File: src/rtl/i2c_irq_pkg.sv
package i2c_irq_pkg;
    localparam int NSRC = 12;

    localparam int SRC_RX_FULL  = 2;
    localparam int SRC_TX_EMPTY = 4;
    localparam int SRC_TX_ABRT  = 6;

    localparam logic [NSRC-1:0] LEVEL_SRC   = 12'h014;
    localparam logic [NSRC-1:0] MASK_RESET  = 12'h054;
    localparam logic [NSRC-1:0] CAUSE_VALID = 12'hEBF;

    localparam int ADDR_RAW     = 0;
    localparam int ADDR_MASKED  = 1;
    localparam int ADDR_MASK    = 2;
    localparam int ADDR_CAUSE   = 3;
    localparam int ADDR_CLR_ALL = 4;
    localparam int ADDR_CLR_ONE = 8;

    typedef struct packed {
        logic [NSRC-1:0] clr;
        logic            cause_clr;
    } clr_req_t;

    function automatic logic is_level(input int idx);
        return LEVEL_SRC[idx];
    endfunction
endpackage

File: src/rtl/irq_src_bank.sv
module irq_src_bank
    import i2c_irq_pkg::*;
#(
    parameter int N = NSRC
) (
    input  logic         clk,
    input  logic         rst,
    input  logic [N-1:0] pulse,
    input  logic [N-1:0] lvl,
    input  logic [N-1:0] clr,
    output logic [N-1:0] raw
);
    for (genvar i = 0; i < N; i++) begin : g_src
        if (is_level(i)) begin : g_level
            assign raw[i] = lvl[i];
        end else begin : g_sticky
            logic q;
            always_ff @(posedge clk) begin
                if (rst) q <= 1'b0;
                else     q <= (q & ~clr[i]) | pulse[i];
            end
            assign raw[i] = q;

            p_pulse_sets_r4: assert property (@(posedge clk) disable iff (rst)
                pulse[i] |=> raw[i]);
            p_clear_drops_r5: assert property (@(posedge clk) disable iff (rst)
                (clr[i] && !pulse[i]) |=> !raw[i]);
            p_set_beats_clear_r8: assert property (@(posedge clk) disable iff (rst)
                (clr[i] && pulse[i]) |=> raw[i]);
        end
    end
endmodule

File: src/rtl/irq_abort_cause.sv
module irq_abort_cause
    import i2c_irq_pkg::*;
#(
    parameter int N = NSRC
) (
    input  logic         clk,
    input  logic         rst,
    input  logic         capture,
    input  logic [N-1:0] cause_in,
    input  logic         clear,
    output logic [N-1:0] cause
);
    logic [N-1:0] kept;
    assign kept = cause_in & CAUSE_VALID[N-1:0];

    always_ff @(posedge clk) begin
        if (rst) cause <= '0;
        else     cause <= (clear ? '0 : cause) | (capture ? kept : '0);
    end

    p_cause_clear_r10: assert property (@(posedge clk) disable iff (rst)
        (clear && !capture) |=> (cause == '0));
    p_cause_capture_r9: assert property (@(posedge clk) disable iff (rst)
        capture |=> ((cause & $past(kept)) == $past(kept)));
    p_cause_hold_r10: assert property (@(posedge clk) disable iff (rst)
        (!clear && !capture) |=> $stable(cause));
endmodule

File: src/rtl/irq_reg_port.sv
module irq_reg_port
    import i2c_irq_pkg::*;
#(
    parameter int ADDR_W = 5,
    parameter int DATA_W = 32,
    parameter int N      = NSRC
) (
    input  logic              clk,
    input  logic              rst,
    input  logic              rd_en,
    input  logic [ADDR_W-1:0] rd_addr,
    input  logic [N-1:0]      raw,
    input  logic [N-1:0]      mask,
    input  logic [N-1:0]      cause,
    output clr_req_t          req,
    output logic [DATA_W-1:0] rd_data
);
    logic [DATA_W-1:0] rd_next;
    logic [N-1:0]      hit_one;
    logic              hit_all;

    for (genvar i = 0; i < N; i++) begin : g_dec
        assign hit_one[i] = rd_en && (int'(rd_addr) == ADDR_CLR_ONE + i);
    end
    assign hit_all = rd_en && (int'(rd_addr) == ADDR_CLR_ALL);

    always_comb begin
        req.clr       = (hit_one | {N{hit_all}}) & ~LEVEL_SRC[N-1:0];
        req.cause_clr = hit_one[SRC_TX_ABRT];
    end

    always_comb begin
        rd_next = '0;
        if (rd_en) begin
            case (int'(rd_addr))
                ADDR_RAW:     rd_next[N-1:0] = raw;
                ADDR_MASKED:  rd_next[N-1:0] = raw & mask;
                ADDR_MASK:    rd_next[N-1:0] = mask;
                ADDR_CAUSE:   rd_next[N-1:0] = cause;
                ADDR_CLR_ALL: rd_next[N-1:0] = raw;
                default:      rd_next[0]     = |(hit_one & raw);
            endcase
        end
    end

    always_ff @(posedge clk) begin
        if (rst) rd_data <= '0;
        else     rd_data <= rd_next;
    end

    p_idle_zero_r11: assert property (@(posedge clk) disable iff (rst)
        !rd_en |=> (rd_data == '0));
    p_one_clear_r5: assert property (@(posedge clk) disable iff (rst)
        $countones(hit_one) <= 1);
endmodule

File: src/rtl/i2c_irq_collect.sv
module i2c_irq_collect
    import i2c_irq_pkg::*;
#(
    parameter int ADDR_W = 5,
    parameter int DATA_W = 32
) (
    input  logic              clk,
    input  logic              rst,
    input  logic [NSRC-1:0]   evt_pulse,
    input  logic              rx_full_lvl,
    input  logic              tx_empty_lvl,
    input  logic [NSRC-1:0]   abort_cause_in,
    input  logic              mask_we,
    input  logic [NSRC-1:0]   mask_wdata,
    input  logic              rd_en,
    input  logic [ADDR_W-1:0] rd_addr,
    output logic [DATA_W-1:0] rd_data,
    output logic              irq
);
    logic [NSRC-1:0] lvl, raw, mask_q, cause;
    clr_req_t        req;

    always_comb begin
        lvl               = '0;
        lvl[SRC_RX_FULL]  = rx_full_lvl;
        lvl[SRC_TX_EMPTY] = tx_empty_lvl;
    end

    always_ff @(posedge clk) begin
        if (rst)          mask_q <= MASK_RESET;
        else if (mask_we) mask_q <= mask_wdata;
    end

    irq_src_bank #(.N(NSRC)) u_bank (
        .clk(clk), .rst(rst), .pulse(evt_pulse), .lvl(lvl),
        .clr(req.clr), .raw(raw)
    );

    irq_abort_cause #(.N(NSRC)) u_cause (
        .clk(clk), .rst(rst), .capture(evt_pulse[SRC_TX_ABRT]),
        .cause_in(abort_cause_in), .clear(req.cause_clr), .cause(cause)
    );

    irq_reg_port #(.ADDR_W(ADDR_W), .DATA_W(DATA_W), .N(NSRC)) u_port (
        .clk(clk), .rst(rst), .rd_en(rd_en), .rd_addr(rd_addr),
        .raw(raw), .mask(mask_q), .cause(cause), .req(req), .rd_data(rd_data)
    );

    assign irq = |(raw & mask_q);

    p_mask_reset_r3: assert property (@(posedge clk) disable iff (rst)
        $past(rst) |-> (mask_q == MASK_RESET));
    p_irq_level_r2: assert property (@(posedge clk) disable iff (rst)
        (rx_full_lvl && mask_q[SRC_RX_FULL]) |-> irq);
    p_irq_quiet_r2: assert property (@(posedge clk) disable iff (rst)
        (mask_q == '0) |-> !irq);
endmodule

File: config.mk
export PLATFORM = sky130hd
export DESIGN_NAME = i2c_irq_collect
export DESIGN_NICKNAME = d
export VERILOG_FILES = /design/src/rtl/i2c_irq_pkg.sv /design/src/rtl/irq_src_bank.sv /design/src/rtl/irq_abort_cause.sv /design/src/rtl/irq_reg_port.sv /design/src/rtl/i2c_irq_collect.sv
export SDC_FILE = /design/constraint.sdc
export NUM_CORES = 1
export LEC_CHECK = 0
export ABC_AREA = 1
export CAP_MARGIN = 20
export CORE_UTILIZATION = 35
export CTS_BUF_LIST = sky130_fd_sc_hd__clkbuf_16
export CTS_CLUSTER_DIAMETER = 50
export DETAILED_ROUTE_END_ITERATION = 7
export PLACE_DENSITY = 0.7
export RECOVER_POWER = 100
export SLEW_MARGIN = 15
export SYNTH_ARGS = -nofsm -noshare
export SYNTH_HDL_FRONTEND = slang
export SYNTH_HIERARCHICAL = 1
export SYNTH_SLANG_ARGS = --single-unit
File: constraint.sdc
create_clock -name clk -period 1.6 [get_ports clk]
set_clock_uncertainty 0.2 [all_clocks]
set_input_delay 0.32 -clock clk [delete_from_list [all_inputs] [get_ports clk]]
set_output_delay 0.32 -clock clk [all_outputs]
set_load 0.005 [all_outputs]
==> flow_summary.toml <==
[detailed_routing]
wl_per_cell_um = 12.3
drt_iter0_drc = 179
ant_nets = 0
via_count = 2464
drc = 0
firstDrtPassIters = 4
wirelength_um = 6910
routed_via_density = 4.38

[yosys]
yosysWarnings = 6
syn_area_per_cell_sq_um = 6.88
synth_area_sq_um = 2610
netlist_instances = 379

[sta]
rsz0062_at_grt = "yes"
hold_violations = 0
fmax_mhz = 628
fin_crit_sh_pct = 99.5
whs_ns = 0.263
fin_crit_ns = 1.59
setup_viol = 0
report.final.slew_viol_count = 0

[placement]
gp_congestion = 0.880
port_buffers = 55
post-dp-hpwl_um = 5470

[floorplan]
core_sq_um = 7210
die_w_um = 88.3
dieArea_sq_um = 7800
start_util_pct = 36.2
num_rows = 31
io_pins = 80
die_h_um = 88.3

[power]
p_per_area_nw_per_um2 = 775
leakage_nw = 1.70
irDropWorstVdd_v = 0.000410
total_power_mw = 2.69

[global_routing]
grt_usage_pct = 18.9
globalRoute.totalOverflow = 0
grt_pass1_wl_um = 11000
antenna_found_initial = 0
grt_pass1_vias = 2288
grt_max_degree = 17

[run]
maxCapViolCount = 0

[worst_setup_path]
worst_setup_path_start_kind = "register"
worstPathMaxFanout = 2
r2r_end = "u_port/rd_data[0]$_SDFF_PP0_"
cp_data_arrival_time_ns = 1.07
r2r_cells = 7
endpoint_kind = "output port"
r2r-start = "u_bank/g_src[10].g_sticky.q$_SDFF_PP0_"
crit_type = "register to output port"
cp.required_ns = 1.08
r2r_setup_slack_ns = 0.32

[clocking]
post-cts-setup-buffers = 0
cts_buffers = 5
tritoncts = "built"
path_clk_slew_ns = 0.06
clock-sinks = 44
clockBufferDepth = 2
h-tree-depth = 2
ctsHoldBuffers = 0
cts-root-buf = "clkbuf_16"
clk_latency_ns = 0.29

[hold_path]
whs_endpoint = "u_cause/cause[2]$_SDFF_PP0_"
worstHoldStart = "u_cause/cause[2]$_SDFF_PP0_"
min_path_type = "register to register"
hold_depth = 2

[status]
status = "completed"

[cells_and_area]
layout-drive-gt1-share_pct = 24.0
antenna_cells = 0
nFillCells = 791
num-nets-final = 510
syn_to_final_growth_pct = 32.9
[through the flow]
stage | utilization (%) | instances | area, sq um | setup slack (ns) | TNS, ns
floorplan | - | 399 | 2680 | 0.164 | 0
global placement | 46.6 | 555 | 3360 | -0.501 | -14.01
detailed placement | 46.6 | 555 | 3360 | -0.527 | -14.66
CTS | 48.5 | 562 | 3500 | -0.0101 | -0.0101
global route | 48.1 | 562 | 3470 | -0.0807 | -0.331
finish | 48.1 | 562 | 3470 | 0.00739 | 0
[final cells by class]
type	instances	area [sq um]	area share, %
Clock inverter	2	12.5	0.361
Tap cell	99	124	3.57
Sequential cell	44	892	25.7
Multi-Input combinational cell	251	1220	35.2
Clock buffer	5	125	3.61
Timing Repair Buffer	103	871	25.1
Inverter	58	223	6.42
[worst max path at each step]
stage                                           start                            to  slack, ns
5_1_grt        u_bank/g_src[11].g_sticky.q$_SDFF_PP0_                           irq      -0.08
3_3_place_gp                             tx_empty_lvl                           irq      -0.50
3_5_place_dp                             tx_empty_lvl                           irq      -0.53
4_1_cts         u_bank/g_src[0].g_sticky.q$_SDFF_PP0_                           irq      -0.01
6_report        u_bank/g_src[3].g_sticky.q$_SDFF_PP0_                           irq      0.007
2_1_floorplan                              rd_addr[3]  u_port/rd_data[0]$_SDFF_PP0_       0.16
[where the power goes]
part           total, mW  leakage, nW  internal [mW]  switching, mW
Clock              0.999       0.0657          0.567          0.432
Combinational      0.490         1.27          0.238          0.252
Sequential          1.20        0.364           1.16         0.0386
[per-layer routing]
layer  track usage (%)  up-vias  part of all wire (%)
met5                 0        -                     0
met4              7.33        0                  0.91
met3              4.10        4                   5.3
met2              30.3       67                    47
met1              24.8     1106                    47
li1                  -     1287                     -
[flip-flops by register name, indices dropped and copies added (netlist names)]
signal                   flops
u_cause/cause               10
u_port/rd_data              12
u_bank/g_src.g_sticky.q     10
mask_q                      12
[what timing repair did]
item | in CTS | in global routing
endpoints found under the hold margin | 0 | 0
resized for setup | 31 | 21
setup endpoints to repair | 39 | 12
pin swaps | 2 | 6
[cell usage in the layout, fill, tap and decap left out, drive strengths merged]
master	instances
nand2	90
inv	56
nor2	51
buf	44
dfxtp	44
clkdlybuf4s50	32
a21oi	31
conb	22
o21ai	22
nand3	18
dlygate4sd2	15
clkbuf	12
o22ai	11
nand4	5
clkinvlp	2
clkinv	2
dlymetal6s2s	2
clkdlybuf4s25	2
dlygate4sd3	1
nor3	1
[critical path, cell delays in order, from the launching register on]
cell and delay, ns:
dfxtp_2 0.32, nand2_1 0.08, nand2_1 0.07, nor2_2 0.10, nand3_1 0.08, buf_2 0.13
Power figures use the tool's default switching activity.
